$ cat src/rtl/thermo_bus_logger.sv
module thermo_bus_logger #(
  parameter int NUM_SENSORS   = 4,
  parameter int NUM_REG       = 2,
  parameter int FIFO_DEPTH    = 16,
  parameter int CYC_PER_US    = 250,
  parameter int CONV_MS_RESET = 750,
  parameter int GAP_MS_RESET  = 1000
) (
  input  logic               clk,
  input  logic               rst_n,
  input  logic               ow_in,
  output logic               ow_pull,
  input  logic               wr_en,
  input  logic [7:0]         wr_addr,
  input  logic [15:0]        wr_data,
  input  logic               fifo_pop,
  output logic [39:0]        fifo_data,
  output logic               fifo_empty,
  output logic               presence_err,
  output logic               fifo_ovf,
  output logic [NUM_REG-1:0] reg_out
);

  localparam logic [31:0] T_RST  = 32'(480 * CYC_PER_US);
  localparam logic [31:0] T_PDS  = 32'(70 * CYC_PER_US);
  localparam logic [31:0] T_SLOT = 32'(70 * CYC_PER_US);
  localparam logic [31:0] T_LO0  = 32'(60 * CYC_PER_US);
  localparam logic [31:0] T_LO1  = 32'(6 * CYC_PER_US);
  localparam logic [31:0] T_RSMP = 32'(15 * CYC_PER_US);
  localparam logic [31:0] CYC_MS = 32'(1000 * CYC_PER_US);
  localparam int IDXW = (NUM_SENSORS > 1) ? $clog2(NUM_SENSORS) : 1;
  localparam int AW   = (FIFO_DEPTH > 1) ? $clog2(FIFO_DEPTH) : 1;

  typedef enum logic [2:0] {S_IDLE, S_RSTL, S_RSTW, S_TX, S_RX, S_CONV, S_GAP} st_t;

  st_t                st;
  logic [31:0]        tmr;
  logic [IDXW-1:0]    sidx;
  logic               rd_phase;
  logic               pres;
  logic [79:0]        tx_sh;
  logic [6:0]         bit_cnt;
  logic [15:0]        rx_sh;
  logic               ow_s1, ow_s2;
  logic [15:0]        ts;
  logic               enable;
  logic [15:0]        conv_ms, gap_ms;
  logic [63:0]        rom   [NUM_SENSORS];
  logic signed [15:0] thr_hi [NUM_REG];
  logic signed [15:0] thr_lo [NUM_REG];
  logic [39:0]        mem   [FIFO_DEPTH];
  logic [AW:0]        wr_ptr, rd_ptr;

  wire [31:0] conv_lim  = 32'(conv_ms) * CYC_MS;
  wire [31:0] gap_lim   = 32'(gap_ms) * CYC_MS;
  wire        slot_end  = (tmr == T_SLOT - 1);
  wire        push_req  = (st == S_RX) && slot_end && (bit_cnt == 7'd1);
  wire        last_sens = (sidx == IDXW'(NUM_SENSORS - 1));
  wire        ctrl_wr   = wr_en && (wr_addr == 8'h00);
  wire        clr_flags = ctrl_wr && wr_data[1];
  wire [AW:0] fill      = wr_ptr - rd_ptr;
  wire        fifo_full = (fill == (AW+1)'(FIFO_DEPTH));
  wire        do_pop    = fifo_pop && !fifo_empty;
  wire        do_push   = push_req && (!fifo_full || do_pop);

  assign fifo_empty = (wr_ptr == rd_ptr);
  assign fifo_data  = mem[rd_ptr[AW-1:0]];
  assign ow_pull = (st == S_RSTL)
                 || ((st == S_TX) && (tmr < (tx_sh[0] ? T_LO1 : T_LO0)))
                 || ((st == S_RX) && (tmr < T_LO1));

  always_ff @(posedge clk) begin
    if (!rst_n) begin
      ow_s1 <= 1'b1;
      ow_s2 <= 1'b1;
    end else begin
      ow_s1 <= ow_in;
      ow_s2 <= ow_s1;
    end
  end

  always_ff @(posedge clk) begin
    if (!rst_n) begin
      enable  <= 1'b0;
      conv_ms <= 16'(CONV_MS_RESET);
      gap_ms  <= 16'(GAP_MS_RESET);
      for (int s = 0; s < NUM_SENSORS; s++) rom[s] <= '0;
      for (int j = 0; j < NUM_REG; j++) begin
        thr_hi[j] <= 16'sh7fff;
        thr_lo[j] <= 16'sh8000;
      end
    end else if (wr_en) begin
      case (wr_addr[7:6])
        2'b00: begin
          if (wr_addr[5:0] == 6'd0) enable  <= wr_data[0];
          if (wr_addr[5:0] == 6'd1) conv_ms <= wr_data;
          if (wr_addr[5:0] == 6'd2) gap_ms  <= wr_data;
        end
        2'b01:
          for (int s = 0; s < NUM_SENSORS; s++)
            if (wr_addr[5:2] == 4'(s)) rom[s][wr_addr[1:0]*16 +: 16] <= wr_data;
        2'b10:
          for (int j = 0; j < NUM_REG; j++)
            if (wr_addr[5:1] == 5'(j)) begin
              if (wr_addr[0]) thr_hi[j] <= wr_data;
              else            thr_lo[j] <= wr_data;
            end
        default: ;
      endcase
    end
  end

  always_ff @(posedge clk) begin
    if (!rst_n) begin
      st           <= S_IDLE;
      tmr          <= '0;
      sidx         <= '0;
      rd_phase     <= 1'b0;
      pres         <= 1'b0;
      tx_sh        <= '0;
      bit_cnt      <= '0;
      rx_sh        <= '0;
      ts           <= '0;
      presence_err <= 1'b0;
    end else begin
      if (clr_flags) presence_err <= 1'b0;
      tmr <= tmr + 32'd1;
      case (st)
        S_IDLE: begin
          tmr <= '0;
          if (enable) begin
            st       <= S_RSTL;
            rd_phase <= 1'b0;
            sidx     <= '0;
          end
        end
        S_RSTL:
          if (tmr == T_RST - 1) begin
            tmr <= '0;
            st  <= S_RSTW;
          end
        S_RSTW: begin
          if (tmr == T_PDS) pres <= !ow_s2;
          if (tmr == T_RST - 1) begin
            tmr <= '0;
            if (!pres) begin
              presence_err <= 1'b1;
              ts           <= ts + 16'd1;
              st           <= S_GAP;
            end else if (!rd_phase) begin
              tx_sh   <= {64'd0, 8'h44, 8'hcc};
              bit_cnt <= 7'd16;
              st      <= S_TX;
            end else begin
              tx_sh   <= {8'hbe, rom[sidx], 8'h55};
              bit_cnt <= 7'd80;
              st      <= S_TX;
            end
          end
        end
        S_TX:
          if (slot_end) begin
            tmr     <= '0;
            tx_sh   <= {1'b0, tx_sh[79:1]};
            bit_cnt <= bit_cnt - 7'd1;
            if (bit_cnt == 7'd1) begin
              if (rd_phase) begin
                bit_cnt <= 7'd16;
                st      <= S_RX;
              end else begin
                st <= S_CONV;
              end
            end
          end
        S_CONV:
          if (tmr + 32'd1 >= conv_lim) begin
            tmr      <= '0;
            rd_phase <= 1'b1;
            sidx     <= '0;
            st       <= S_RSTL;
          end
        S_RX: begin
          if (tmr == T_RSMP) rx_sh <= {ow_s2, rx_sh[15:1]};
          if (slot_end) begin
            tmr     <= '0;
            bit_cnt <= bit_cnt - 7'd1;
            if (bit_cnt == 7'd1) begin
              if (last_sens) begin
                ts <= ts + 16'd1;
                st <= S_GAP;
              end else begin
                sidx <= sidx + IDXW'(1);
                st   <= S_RSTL;
              end
            end
          end
        end
        S_GAP:
          if (tmr + 32'd1 >= gap_lim) begin
            tmr      <= '0;
            rd_phase <= 1'b0;
            sidx     <= '0;
            st       <= enable ? S_RSTL : S_IDLE;
          end
        default: st <= S_IDLE;
      endcase
    end
  end

  always_ff @(posedge clk) begin
    if (!rst_n) begin
      wr_ptr   <= '0;
      rd_ptr   <= '0;
      fifo_ovf <= 1'b0;
    end else begin
      if (do_push) begin
        mem[wr_ptr[AW-1:0]] <= {8'(sidx), rx_sh, ts};
        wr_ptr <= wr_ptr + (AW+1)'(1);
      end
      if (do_pop) rd_ptr <= rd_ptr + (AW+1)'(1);
      if (push_req && !do_push) fifo_ovf <= 1'b1;
      else if (clr_flags)       fifo_ovf <= 1'b0;
    end
  end

  always_ff @(posedge clk) begin
    if (!rst_n) begin
      reg_out <= '0;
    end else if (push_req) begin
      for (int j = 0; j < NUM_REG; j++)
        if (sidx == IDXW'(j)) begin
          if ($signed(rx_sh) > thr_hi[j])      reg_out[j] <= 1'b1;
          else if ($signed(rx_sh) < thr_lo[j]) reg_out[j] <= 1'b0;
        end
    end
  end

  p_idle_release_r1: assert property (@(posedge clk) disable iff (!rst_n)
    (st == S_IDLE || st == S_CONV || st == S_GAP) |-> !ow_pull);

  p_err_after_rst_r2: assert property (@(posedge clk) disable iff (!rst_n)
    $rose(presence_err) |-> $past(st == S_RSTW));

  p_empty_pop_r5: assert property (@(posedge clk) disable iff (!rst_n)
    (fifo_empty && fifo_pop && !push_req) |=> fifo_empty);

  p_ts_step_r6: assert property (@(posedge clk) disable iff (!rst_n)
    !$stable(ts) |-> (ts == $past(ts) + 16'd1));

  p_no_overflow_r8: assert property (@(posedge clk) disable iff (!rst_n)
    (push_req && fifo_full && !fifo_pop) |=> fifo_ovf);

  p_ovf_sticky_r8: assert property (@(posedge clk) disable iff (!rst_n)
    (fifo_ovf && !clr_flags) |=> fifo_ovf);

  for (genvar j = 0; j < NUM_REG; j++) begin : g_chk
    p_reg_on_reading_r7: assert property (@(posedge clk) disable iff (!rst_n)
      !$stable(reg_out[j]) |-> $past(push_req && (sidx == IDXW'(j))));
  end

endmodule

$ cat config.mk
export PLATFORM = sky130hd
export DESIGN_NAME = thermo_bus_logger
export DESIGN_NICKNAME = d
export VERILOG_FILES = /design/src/rtl/thermo_bus_logger.sv
export SDC_FILE = /design/constraint.sdc
export NUM_CORES = 2
export LEC_CHECK = 0
export BUFFER_PORTS_ARGS = -buffer_cell sky130_fd_sc_hd__buf_2
export CORE_MARGIN = 2
export CORE_UTILIZATION = 45
export DETAILED_ROUTE_END_ITERATION = 10
export MAX_ROUTING_LAYER = met4
export PLACE_DENSITY = 0.59
export SYNTH_ARGS = -nofsm -noshare
export SYNTH_HDL_FRONTEND = slang
export SYNTH_SLANG_ARGS = --single-unit
$ cat constraint.sdc
create_clock -name clk -period 19.2 [get_ports clk]
set_input_delay 1.92 -clock clk [delete_from_list [all_inputs] [get_ports clk]]
set_output_delay 1.92 -clock clk [all_outputs]
set_load 0.02 [all_outputs]
==> metrics.md <==
| Metric | Value |
|---|---|
| Seq pwr share | 52.3% |
| # DRC | 0 |
| Rel. slew slack | 24.1% |
| Startpoint type of the worst setup path | register |
| Power, Total | 0.00487 W |
| Comb pwr share | 3.1% |
| Post-Syn Area per Cell | 13.8 µm² |
| Crit path max fanout | 8 |
| Total GRT Usage | between 20% and 30% |
| Worst-Skew Late Latency | 0.71 ns |
| Biggest area consumer among synthesized cells | edfxtp_1 |
| Final setup fails | 0 |
| Crit path time final | 8.63 ns |
| CP max stage delay | 0.82 ns |
| Post-CTS setup buffer count | 0 |
| WP data arrival | 9.20 ns |
| First-pass DRT Iterations | 9 |
| Core Area | 116,000 µm² |
| Leak Pwr | 21.1 nW |
| Final Hold Fails | 0 |
| Die area | 119,000 µm² |
| Total gr overflow | 0 |
| GPL Wtd Cong | 0.823 |
| Register area share after synthesis | 57.8% |
| Clk sinks | 1,077 |
| Longest Clk Path Bufs | 3 |
| Period utilization | 45.0% |
| Skew final | about 0.050 ns |
| Largest net degree at the start of global routing | 82 |
| Cells after Synth | 3,779 |
| Worst-Margin Slew | 1.14 ns |
| Area growth from synthesis to layout | 11.1% |
| R2R Setup Slk | ~11 ns |
| Max-Cap Viols | 0 |
| DIE WIDTH | 345 µm |
| Top_reg_cell synth | edfxtp_1 |
| Vias | just over 30,000 |
| WL per Instance | 22.5 µm |
| Drt first-iter violations | between 2,000 and 3,000 |
| Die height | between 300 and 400 µm |
| Clock share of power | 44.5% |
| Top Ports | 75 |
| Setup crit end kind | register |
| Std cell rows | 125 |
| # resized after CTS | 0 |
| Critical setup path kind | reg2reg |
| Cts hold-fix bufs | 0 |
| Nets | 4,321 |
| Worst Path Required | 19.77 ns |
| Post-synth EDFFs | about 860 |
| #FFs+latches synth | 1,077 |
| RSZ-0062 raised after global routing | false |
| Maximum clock rate | ~120 MHz |
| Max-slew violation count | 0 |
| NetSw | 0.00104 W |
| Synth Cell Area | 52,300 µm² |
| Sw frac | about a fifth |
| First-pass GRT wire length | approximately 190,000 µm |
| Post-detail-place hpwl | 76,800 µm |
| Layout cells sized above 1 | 14.7% |
| Post-Route WL | 123,000 µm |
| Vias in the first global route | 30,800 |
| Max VDD drop | 0.0744 mV |
| YS warnings | 0 |
| CTS Buf Count | approximately 110 |
| HP Class | reg2reg |
| CTS Root Buffer Type | clkbuf_16 |
| Synth async-reset ratio | 0% |
| CP max-delay cell | a2111oi_0 |
| Initial antenna violation count | 4 |
| CTS tree | built |
| Antenna viol nets, final | 0 |
| Post-synth cell types | 77 |
| Total negative setup slack | 0 ns |
| P per Cell Area | 83.8 nW/µm² |
| Initial Util | between 40% and 50% |
| Synth top area share | 49.6% |
| Clock transition at the registers of the reported paths | 0.06 ns |
| H-tree levels | 3 |
| Via density | 5.54 |
| Pint | 0.00383 W |
| Outcome | finished clean |
| PortBufs | 68 |
| Leading post-synthesis cells by cell area | edfxtp_1 (50%), mux4_2 (10%), dfxtp_1 (8.2%), ha_1 (8.0%), fa_1 (4.2%) |
==> path summary, 6_finish.rpt <==
path,startpoint,endpoint,cells after the start
setup / recovery,conv_ms[0],st[2],29
hold / removal,ow_s1,ow_s2,1
setup reg to reg,conv_ms[0],st[2],29
hold reg to reg,ow_s1,ow_s2,1
==> cell type report <==
type                            instances  area (µm²)
Antenna cell                            1        2.50
Sequential cell                      1077       30200
Timing Repair Buffer                  122         746
Inverter                              273        1030
Multi-Input combinational cell       2265       20500
Fill cell                           10000       57700
Clock inverter                         72         797
Clock buffer                          134        2850
Tap cell                             1524        1910
==> routing by layer <==
layer,vias to the layer above,global-route usage (%),wire length (µm)
met5,-,-,0
met1,15300,28.2,52900
met3,205,3.47,6710
met2,712,34.9,59600
li1,14100,-,-
met4,0,6.55,3810
==> power by group through the flow <==
stage	registers, W	logic (W)	clock network, W
finish	0.00255	0.000153	0.00217
global route	0.00255	0.000168	0.00230
CTS	0.00255	0.000154	0.00221
detailed placement	0.00260	0.000153	0
global placement	0.00260	0.000152	0
floorplan	0.00259	0.000100	0
==> synthesized netlist by cell type (38+ instances only) <==
cell and count:
nor3_1 98, mux4_2 234, xnor2_1 48, inv_1 273, a21o_1 38, a221oi_1 64
xor2_1 58, o21ai_0 58, nand2_1 236, a21oi_1 108, nor2b_1 52, dfxtp_1 213
nand3_1 47, ha_1 334, fa_1 110, clkbuf_1 143, nor2_1 453, edfxtp_1 864
==> logic make-up after synthesis <==
| family | synth area share, % |
|---|---|
| AOI/OAI and AO/OA | 4.95 |
| other | 0.00718 |
| xor gates and xnor gates | 1.78 |
| DFF | 57.8 |
| adders and majority gates | 12.2 |
| and+or+nand+nor | 9.35 |
| buffers and inverters | 3.28 |
| muxes | 10.6 |
==> layout by cell type, fill, tap and decap left out, types with 11 or more instances in the layout <==
cell type and count:
nor2_4 13, and3_1 34, fa_1 110, or3_1 12, o21ai_0 52, nor2_1 440
o21bai_1 11, dfxtp_1 207, a21oi_1 108, inv_1 272, nand2_1 236, mux4_2 234
a21o_1 38, mux2i_1 28, edfxtp_1 864, clkbuf_16 110, nor2b_1 52, nand2b_1 22
bufinv_16 14, a211oi_1 15, clkinv_1 26, clkinv_2 20, buf_2 68, or2_2 19
xor2_1 58, clkbuf_1 23, buf_4 54, and2_1 13, nor3_1 94, o211ai_1 21
a221oi_1 64, xnor2_1 48, ha_1 334, nand4_1 29, nand3_1 47
==> critical path: cells and delay by family (launching register included) <==
kind / cells / cell delay, ns
compound gates: 12 / 4.00
xor+xnor: 1 / 0.19
fa+ha+maj: 8 / 2.95
buf+inv: 5 / 0.32
flops: 1 / 0.52
simple gates: 3 / 0.52
==> through the flow <==
| step | hold WS [ns] | utilization [%] | setup WS (ns) | std cells | cell area (µm²) |
|---|---|---|---|---|---|
| after detailed placement | 0.426 | 47.0 | 10.58 | 5261 | 54400 |
| final | 0.414 | 50.2 | 10.57 | 5468 | 58100 |
| after floorplan | 0.386 | - | 12.02 | 3784 | 52300 |
| after global routing | 0.461 | 50.2 | 9.94 | 5468 | 58100 |
| after CTS | 0.401 | 50.2 | 10.55 | 5467 | 58100 |
| after global placement | 0.430 | 47.0 | 10.62 | 5261 | 54400 |
==> sequential cells by signal (all words and copies together), names as in the netlist, 2 cells and up, named ones only <==
signal,cells
st,3
tmr,32
gap_ms,16
mem,544
rom,256
rx_sh,16
conv_ms,16
rd_ptr,5
sidx,2
wr_ptr,5
tx_sh,80
reg_out,2
bit_cnt,7
thr_hi,32
thr_lo,32
ts,16
(Power assumes the default switching activity.)
